==> config.mk <==
export PLATFORM = sky130hd
export DESIGN_NAME = ret_stack
export DESIGN_NICKNAME = d
export VERILOG_FILES = /design/src/rtl/ret_stack.sv
export SDC_FILE = /design/constraint.sdc
export NUM_CORES = 1
export LEC_CHECK = 0
export BUFFER_PORTS_ARGS = -buffer_cell sky130_fd_sc_hd__buf_2
export CORE_UTILIZATION = 50
export CTS_BUF_LIST = sky130_fd_sc_hd__clkbuf_4 sky130_fd_sc_hd__clkbuf_8
export DETAILED_ROUTE_END_ITERATION = 7
export PLACE_DENSITY = 0.68
export SLEW_MARGIN = 25
export SYNTH_ARGS = -nofsm -noshare
export SYNTH_HDL_FRONTEND = slang
export SYNTH_SLANG_ARGS = --single-unit
==> constraint.sdc <==
create_clock -name clk -period 5.1 [get_ports clk]
set_input_delay 0.51 -clock clk [delete_from_list [all_inputs] [get_ports clk]]
set_output_delay 0.51 -clock clk [all_outputs]
set_load 0.02 [all_outputs]
==> src/rtl/ret_stack.sv <==
module ret_stack #(
  parameter int DEPTH = 8,
  parameter int AW    = 16
) (
  input  logic          clk,
  input  logic          rst_n,
  input  logic          push_i,
  input  logic          pop_i,
  input  logic [AW-1:0] push_addr_i,
  output logic [AW-1:0] top_o,
  output logic          collide_o
);
  localparam int PW = (DEPTH > 1) ? $clog2(DEPTH) : 1;
  localparam logic [PW-1:0] LAST = PW'(DEPTH - 1);

  logic [AW-1:0] slots [DEPTH];
  logic [PW-1:0] ptr, ptr_up, ptr_dn;

  assign ptr_up = (ptr == LAST) ? '0 : ptr + 1'b1;
  assign ptr_dn = (ptr == '0) ? LAST : ptr - 1'b1;
  assign top_o  = slots[ptr];

  always_ff @(posedge clk) begin
    if (!rst_n)      ptr <= '0;
    else if (push_i) ptr <= ptr_up;
    else if (pop_i)  ptr <= ptr_dn;
  end

  always_ff @(posedge clk) begin
    if (rst_n && push_i) slots[ptr_up] <= push_addr_i;
  end

  always_ff @(posedge clk) begin
    if (!rst_n)               collide_o <= 1'b0;
    else if (push_i && pop_i) collide_o <= 1'b1;
  end
endmodule


==> results of run 1 <==
final timing paths:
path                                from                      to  slack (ns)  depth (start not counted)
setup / recovery               flip-flop               top_o[10]        2.35                          3
hold / removal           push_addr_i[11]  slots[5][11]$_DFFE_PP_        0.36                          1
setup reg to reg     ptr[0]$_SDFFE_PN0N_   slots[0][5]$_DFFE_PP_        2.74                          5
hold reg to reg   collide_o$_SDFFE_PN0P_  collide_o$_SDFFE_PN0P_        0.47                          2
routing by layer:
layer  share of wire, %  vias up
li1                   -     1137
met1                 45     1267
met2                 51       51
met3                3.3        5
met4               0.55        0
met5                  0        -
power breakdown:
group          internal [mW]  switching [mW]  total (mW)
sequential              1.25          0.0402        1.29
combinational          0.103           0.106       0.210
clock                  0.526           0.379       0.905
cell type report:
cell class / instances / area share, %
multi-input combinational: 91 / 20.9
inverter: 6 / 0.368
timing repair buffer: 44 / 3.93
clock inverter: 15 / 3.01
clock buffer: 17 / 3.83
tap: 136 / 2.78
sequential: 135 / 65.2
sequential cells by signal, indices dropped and copies added, names as in the netlist, named ones only:
| register | flops |
|---|---|
| slots | 128 |
| ptr | 3 |
| collide_o | 1 |
cell families after synthesis:
group,count (synthesis),synth area share (%)
AND/OR/NAND/NOR,23,2.15
AO/OA/AOI/OAI,16,1.96
adder cells (fa/ha/maj),4,0.934
multiplexers,48,18.8
flip-flops,135,74.3
buffers and inverters,18,1.87
synth_stat cells, types with 2 or more instances:
| cell | count | share of area [%] |
|---|---|---|
| inv_1 | 6 | 0.42 |
| clkbuf_1 | 4 | 0.28 |
| nor3_1 | 3 | 0.28 |
| edfxtp_1 | 128 | 72 |
| mux4_1 | 28 | 14 |
| o21ai_0 | 4 | 0.37 |
| dfxtp_1 | 7 | 2.6 |
| nand2b_1 | 2 | 0.23 |
| a22oi_1 | 2 | 0.28 |
| mux2_2 | 16 | 3.4 |
| a22o_1 | 2 | 0.33 |
| ha_1 | 4 | 0.93 |
| buf_6 | 4 | 0.84 |
| mux4_2 | 4 | 1.7 |
| nor2_1 | 10 | 0.70 |
| buf_1 | 2 | 0.14 |
| nor2b_1 | 3 | 0.35 |
| a21oi_1 | 4 | 0.37 |
| a221oi_1 | 2 | 0.33 |
stage by stage:
stage	total power [mW]	cells	hold WS, ns	setup WS (ns)
finish	2.40	444	0.359	2.35
detailed placement	1.52	412	0.460	2.45
CTS	2.42	444	0.340	1.96
global placement	1.52	412	0.453	2.48
global route	2.49	444	0.332	2.21
floorplan	1.45	244	0.570	2.82
worst register-to-register path, delay by kind of cell, from the launching register on:
kind                       cells  cell delay (ns)
AOI/OAI and AO/OA              1             0.11
and+or+nand+nor                2             0.82
adders and majority gates      1             0.31
DFF                            1             0.44
buffers and inverters          1             0.34
==> results.cfg, run 1 <==
[clocking]
cts_buffer_depth = 2
numCtsBuffers = 17
h-tree-depth = 4
cts_tree = built
ctsResizeCount = 0
cts_setup_buffers = 0
cts_sinks = 135
cts_hold_buf = 0
cts.clk_slew.worst_paths_ns = 0.08
clock_latency_ns = 0.41
cts_root_buffer = clkbuf_8

[placed_design]
hpwl_mm = 5.08
gp_congestion = 0.766
io_buffer_count = 36
dpl_cell_area_um2 = 5700

[yosys]
synth_seq_area_share_pct = 74.3
syn_area_per_cell_um2 = 22.0
syn_inst = 244
async_flop_share_pct = 0
syn_area_um2 = 5360
synthFlopType = edfxtp_1
synth_seq_cells = 135
synth_fp_nets = 268
synth_cell_type_count = 28
synth_edf_count = 128
ys_warn_count = 0

[sta]
slew_violations = 0
period_minus_slack_ns = 2.75
skew_ns = 0.0118
tightest_slew_ns = 1.00
setup_tns_ns = 0
fmax_mhz = 364
rsz0062_at_grt = no
slew_headroom_pct = 32.9
fin_crit_sh_pct = 53.9
finalHoldViolCount = 0
setup_viol = 0

[worst_setup_path]
cpPeakStageDelay_ns = 0.72
critPathSlowestCell = dfxtp_4
cp_top_family = multiplexers
worstPathBufferInverterCount = 1
required_ns = 4.59
critPathArrivalTime_ns = 2.24
startpoint_type = flip-flop
critical_path.max_fanout = 32
worstSetupPathType = reg2out
crit_path_end_kind = output port
path_cells = mux4_1 > mux2_2 > buf_2

[floorplan]
dieArea_um2 = 11100
design.core.area_um2 = 10400
fp.dieH_um = 106
die_w_um = 106
placementRows = 37
ios = 37
initial_utilization_pct = 51.7

[global_routing]
grt.busiest_layer = met2
grtUsageMet2_pct = 28.2
grt-ovfl-total = 0
grt_max_degree = 33
grt_pass1_wl_mm = 13.6
grtUsageMet1_pct = 23.2
grtUsageTotal_pct = 17.6
met3_usage_pct = 5.01
grt_pass1_vias = 2402
antenna_found_initial = 0

[pwr]
power_density_nw_per_um2 = 393
peakVddDrop_v = 0.000185
p_leak_nw = 2.08

[final_layout]
drive_gt1_share_pct = 30.5
layout_commonest_cell = edfxtp_1
n_fill_cell = 784
layout_common_cells = 128 x edfxtp_1, 36 x buf_2, 28 x mux4_1
multi_input_area_um2 = 1280
nNetsFinal = 319
register_area_um2 = 3990
design_area_um2 = 6120
n_antenna_cell = 0
syn_to_final_growth_pct = 14.1
post-route-util_pct = 59.0

[hold_path]
min_path_type = in2reg

[detailed_routing]
drtPass1Iterations = 4
vias = 2460
routedWlPerCell_um = 20.1
drt_iter0_markers = 140
drt-total-wl_mm = 8.91
viasPerCell = 5.54
ant_nets = 0
drc = 0

[run_status]
status = finished clean

[job]
cap_violations = 0
(Power assumes the default switching activity.)
==> run 2, diff against run 1 <==
--- a/config.mk
+++ b/config.mk
@@ -9,7 +9,7 @@
 export CORE_UTILIZATION = 50
 export CTS_BUF_LIST = sky130_fd_sc_hd__clkbuf_4 sky130_fd_sc_hd__clkbuf_8
 export DETAILED_ROUTE_END_ITERATION = 7
-export PLACE_DENSITY = 0.68
+export PLACE_DENSITY = 0.71
 export SLEW_MARGIN = 25
 export SYNTH_ARGS = -nofsm -noshare
 export SYNTH_HDL_FRONTEND = slang
==> constraint.sdc (replaced) <==
create_clock -name clk -period 2.3 [get_ports clk]
set_input_delay 0.23 -clock clk [delete_from_list [all_inputs] [get_ports clk]]
set_output_delay 0.23 -clock clk [all_outputs]
set_load 0.02 [all_outputs]
==> run 2 against run 1 <==
  * Clock skew down 0.0034 ns
  * Register-to-register slack worse by 2.5 ns
  * Worst hold slack worse by 0.28 ns
  * Via count up 4.6%
  * Sequential share of layout area down 1.8 points
  * Routed wire length up 14%
  * Sequential power up 120%
  * Count of clock-buffer cells in the layout up 1
  * Flip-flop and latch count unchanged
  * Non-clock buffer count up 12
  * Final area up 2.9%
  * First-iteration DRC count up 62%
  * Critical endpoint is now top_o[0]
  * Largest cell class unchanged
==> results.cfg, run 2 (same netlist as run 1, synthesis figures left out) <==
[clocking]
cts_root_buffer = clkbuf_8
clock_latency_ns = 0.43
cts.clk_slew.worst_paths_ns = 0.08
cts_hold_buf = 0
numCtsBuffers = 17
cts_sinks = 135
cts_tree = built
h-tree-depth = 4
cts_setup_buffers = 0
cts_buffer_depth = 2

[final_layout]
top_regs = slots x128, ptr x3, collide_o x1
syn_to_final_growth_pct = 17.4
post-route-util_pct = 60.7
nNetsFinal = 331
layout_commonest_cell = edfxtp_1
stdcell_count = 456
design_area_um2 = 6290
regMostFlops = slots
n_antenna_cell = 0
layout_common_cells = 128 x edfxtp_1, 29 x mux4_2, 27 x buf_2
largest_register_ff_count = 128
drive_gt1_share_pct = 41.6

[global_routing]
grt_max_degree = 33
grt_pass1_vias = 2683
grtUsageTotal_pct = 19.6
antenna_found_initial = 0
grt-ovfl-total = 0
grt_pass1_wl_mm = 15.1

[pwr]
p_leak_nw = 2.11
power.internal_mw = 4.30
peakVddDrop_v = 0.000454
sw_frac_of_total_pct = 22.9
p_comb_share_pct = 12.0
netSwitchingPower_mw = 1.27
clockPowerShare_pct = 37.8
power_density_nw_per_um2 = 886
seqPwrFrac_pct = 50.2

[worst_setup_path]
startpoint_type = flip-flop
critical_path.max_fanout = 8
critPathArrivalTime_ns = 2.02
worstSetupPathType = reg2out
r2r_slack_ns = 0.29
crit_path_end_kind = output port
required_ns = 2.07

[placed_design]
hpwl_mm = 5.69
gp_congestion = 0.748
dpl_cell_area_um2 = 5790
io_buffer_count = 36
place_inst = 421

[sta]
setup_viol = 0
slew_violations = 0
slew_headroom_pct = 72.8
period_minus_slack_ns = 2.25
fmax_mhz = 444
rsz0062_at_grt = yes
finalHoldViolCount = 0
tightest_slew_ns = 0.408
fin_crit_sh_pct = 97.9
skew_ns = 0.00843

[floorplan]
fp.dieH_um = 106
design.core.area_um2 = 10400
die_w_um = 106
ios = 37
initial_utilization_pct = 51.7
placementRows = 37
dieArea_um2 = 11100

[detailed_routing]
drc = 0
drt_iter0_markers = 227
viasPerCell = 5.64
drt-total-wl_mm = 10.2
drtPass1Iterations = 5
vias = 2573
ant_nets = 0
routedWlPerCell_um = 22.3

[job]
cap_violations = 0

[hold_path]
min_path_type = in2reg

[run_status]
status = finished clean
## run 2: metal layers
metal	GRT usage, %	up-vias	wire length, µm
met5	0	-	0
met3	5.57	17	530
met1	24.7	1310	4360
li1	-	1142	-
met2	32.3	104	5080
met4	7.94	0	200
## run 2: power groups by stage
stage | Sequential, mW | Clock (mW) | Combinational (mW)
2_1_floorplan | 2.83 | 0 | 0.386
3_3_place_gp | 2.84 | 0 | 0.556
3_5_place_dp | 2.84 | 0 | 0.567
4_1_cts | 2.79 | 2.13 | 0.596
5_1_grt | 2.80 | 2.26 | 0.712
6_report | 2.80 | 2.11 | 0.667
## run 2: final cells by class
type                    count  area (µm²)
well taps                 136         170
flip-flops and latches    135        3990
repair buffers             56         465
clock inverters            14         200
inverters                   6        22.5
fillers                   753        4080
clock buffers              18         241
multi-input cells          91        1200
## run 2: worst paths after layout
kind,depth (start not counted),end,from
setup / recovery,4,top_o[0],flip-flop
hold / removal,1,slots[7][5]$_DFFE_PP_,push_addr_i[5]
setup reg to reg,5,slots[2][9]$_DFFE_PP_,ptr[0]$_SDFFE_PN0N_
hold reg to reg,2,collide_o$_SDFFE_PN0P_,collide_o$_SDFFE_PN0P_
## run 2: worst max-delay path: stages, from the launching register on
cell and delay [ns]:
dfxtp_4 0.45, clkbuf_16 0.21, mux4_2 0.51, mux2_4 0.29, buf_6 0.13
## run 2: stage by stage
stage          setup TNS [ns]  hold slack (ns)  setup WS [ns]  power (mW)
6_report                    0           0.0749         0.0482        5.57
5_1_grt                -0.146           0.0473        -0.0366        5.77
4_1_cts                -0.110           0.0502        -0.0213        5.52
3_5_place_dp                0            0.452          0.317        3.41
3_3_place_gp                0            0.447          0.391        3.39
2_1_floorplan               0            0.329          0.115        3.22
## run 2: timing repair
item | 4_1_cts | 5_1_grt
gates cloned | 2 | 1
setup endpoints to repair | 10 | 15
pin swaps | 0 | 0
resized for setup | 5 | 46
==> run 3, diff against run 2 <==
--- a/config.mk
+++ b/config.mk
@@ -9,6 +9,7 @@
 export CORE_UTILIZATION = 50
 export CTS_BUF_LIST = sky130_fd_sc_hd__clkbuf_4 sky130_fd_sc_hd__clkbuf_8
 export DETAILED_ROUTE_END_ITERATION = 7
+export MAX_ROUTING_LAYER = met4
 export PLACE_DENSITY = 0.71
 export SLEW_MARGIN = 25
 export SYNTH_ARGS = -nofsm -noshare
==> run 3 against run 2 <==
  * Worst hold slack got worse by 0.00071 ns
  * Sequential share of layout area unchanged
  * Routed wire length increased by 0.47%
  * First-iteration DRC count decreased by 2.6%
  * Clock skew grew 0.0013 ns
  * Sequential power about the same
  * Via count grew 0.74%
  * Maximum frequency about the same
  * Count of clock-buffer cells in the layout stayed put
  * Critical path type unchanged
  * Largest cell class unchanged
==> results.cfg, run 3 (same netlist as run 1, synthesis figures left out) <==
[final_layout]
n_fill_cell = 753
register_area_um2 = 3990
drive_gt1_share_pct = 41.6
syn_to_final_growth_pct = 17.4
n_antenna_cell = 0
multi_input_area_um2 = 1200
layout_common_cells = 128 x edfxtp_1, 29 x mux4_2, 27 x buf_2
top_regs = slots x128, ptr x3, collide_o x1
nNetsFinal = 331
largest_register_ff_count = 128
layout_commonest_cell = edfxtp_1
design_area_um2 = 6290
regMostFlops = slots

[sta]
fmax_mhz = 444
setup_tns_ns = 0
skew_ns = 0.00971
period_minus_slack_ns = 2.25
worst_hold_slack_ns = 0.0742
finalHoldViolCount = 0
setup_viol = 0
fin_crit_sh_pct = 97.9
fin_ws_ns = 0.0491
rsz0062_at_grt = yes
slew_violations = 0
tightest_slew_ns = 0.411
slew_headroom_pct = 72.6

[hold_path]
worstHoldStart = push_addr_i[5]
min_path_type = in2reg

[clocking]
cts_setup_buffers = 0
cts_hold_buf = 0
h-tree-depth = 4
cts_sinks = 135
cts.clk_slew.worst_paths_ns = 0.08
cts_root_buffer = clkbuf_8
numCtsBuffers = 17
clock_latency_ns = 0.43
cts_tree = built
cts_buffer_depth = 2

[placed_design]
dpl_worst_slack_ns = 0.317
dpl_cell_area_um2 = 5790
gp_congestion = 0.758
hpwl_mm = 5.69
io_buffer_count = 36

[pwr]
peakVddDrop_v = 0.000454
power_density_nw_per_um2 = 886
power.total_mw = 5.57
p_leak_nw = 2.11

[run_status]
status = finished clean

[detailed_routing]
routedWlPerCell_um = 22.4
vias = 2592
ant_nets = 0
drtPass1Iterations = 4
viasPerCell = 5.68
drt_iter0_markers = 221
drt-total-wl_mm = 10.2
drc = 0

[floorplan]
die_w_um = 106
placementRows = 37
design.core.area_um2 = 10400
fp.dieH_um = 106
initial_utilization_pct = 51.7
ios = 37
dieArea_um2 = 11100

[worst_setup_path]
reg2reg_from = ptr[0]$_SDFFE_PN0N_
crit_path_end_kind = output port
critical_path.max_fanout = 8
critPathArrivalTime_ns = 2.02
required_ns = 2.07
worstSetupPathType = reg2out
startpoint_type = flip-flop

[global_routing]
grt-ovfl-total = 0
grtUsageTotal_pct = 20.2
grt_pass1_vias = 2690
antenna_found_initial = 0
grt_pass1_wl_mm = 15.1
grt_max_degree = 33

[job]
cap_violations = 0
-- run 3: cell counts in the layout (fill, tap and decap cells not counted) --
Identical to the previous run, type by type.
-- run 3: through the flow --
step | std cells | util [%]
final | 456 | 60.7
after global routing | 456 | 60.7
after CTS | 455 | 60.5
after detailed placement | 421 | 55.8
after global placement | 421 | 55.8
after floorplan | 244 | -
-- run 3: area by class of cell --
| type | count | share of cell area (%) |
|---|---|---|
| tap | 136 | 2.70 |
| timing repair buffer | 56 | 7.40 |
| clock buffer | 18 | 3.84 |
| multi-input combinational | 91 | 19.1 |
| clock inverter | 14 | 3.18 |
| inverter | 6 | 0.358 |
| sequential | 135 | 63.4 |
-- run 3: repair_timing --
| item | CTS | global route |
|---|---|---|
| setup endpoints to repair | 10 | 15 |
| gates cloned | 2 | 1 |
| resized for setup | 5 | 46 |
-- run 3: path summary, 6_finish.rpt --
path | cells after the start | slack [ns] | endpoint
worst min-delay path | 1 | 0.07 | slots[7][5]$_DFFE_PP_
worst max-delay path | 4 | 0.05 | top_o[0]
worst min register to register | 2 | 0.47 | collide_o$_SDFFE_PN0P_
worst max register to register | 5 | 0.30 | slots[2][9]$_DFFE_PP_
-- run 3: power breakdown --
| group | internal, mW | leakage, nW | switching (mW) |
|---|---|---|---|
| logic | 0.333 | 0.691 | 0.335 |
| registers | 2.76 | 1.21 | 0.0356 |
| clock network | 1.20 | 0.208 | 0.905 |
-- run 3: worst max-delay path: stages, from the launching register on --
cell and delay, ns:
dfxtp_4 0.45, clkbuf_16 0.21, mux4_2 0.51, mux2_4 0.29, buf_6 0.13
-- run 3: layer usage --
metal  GRT usage (%)  wire length [µm]
met5               -                 0
met4            7.94               195
met3            5.57               548
met2            32.4              5140
met1            24.5              4320
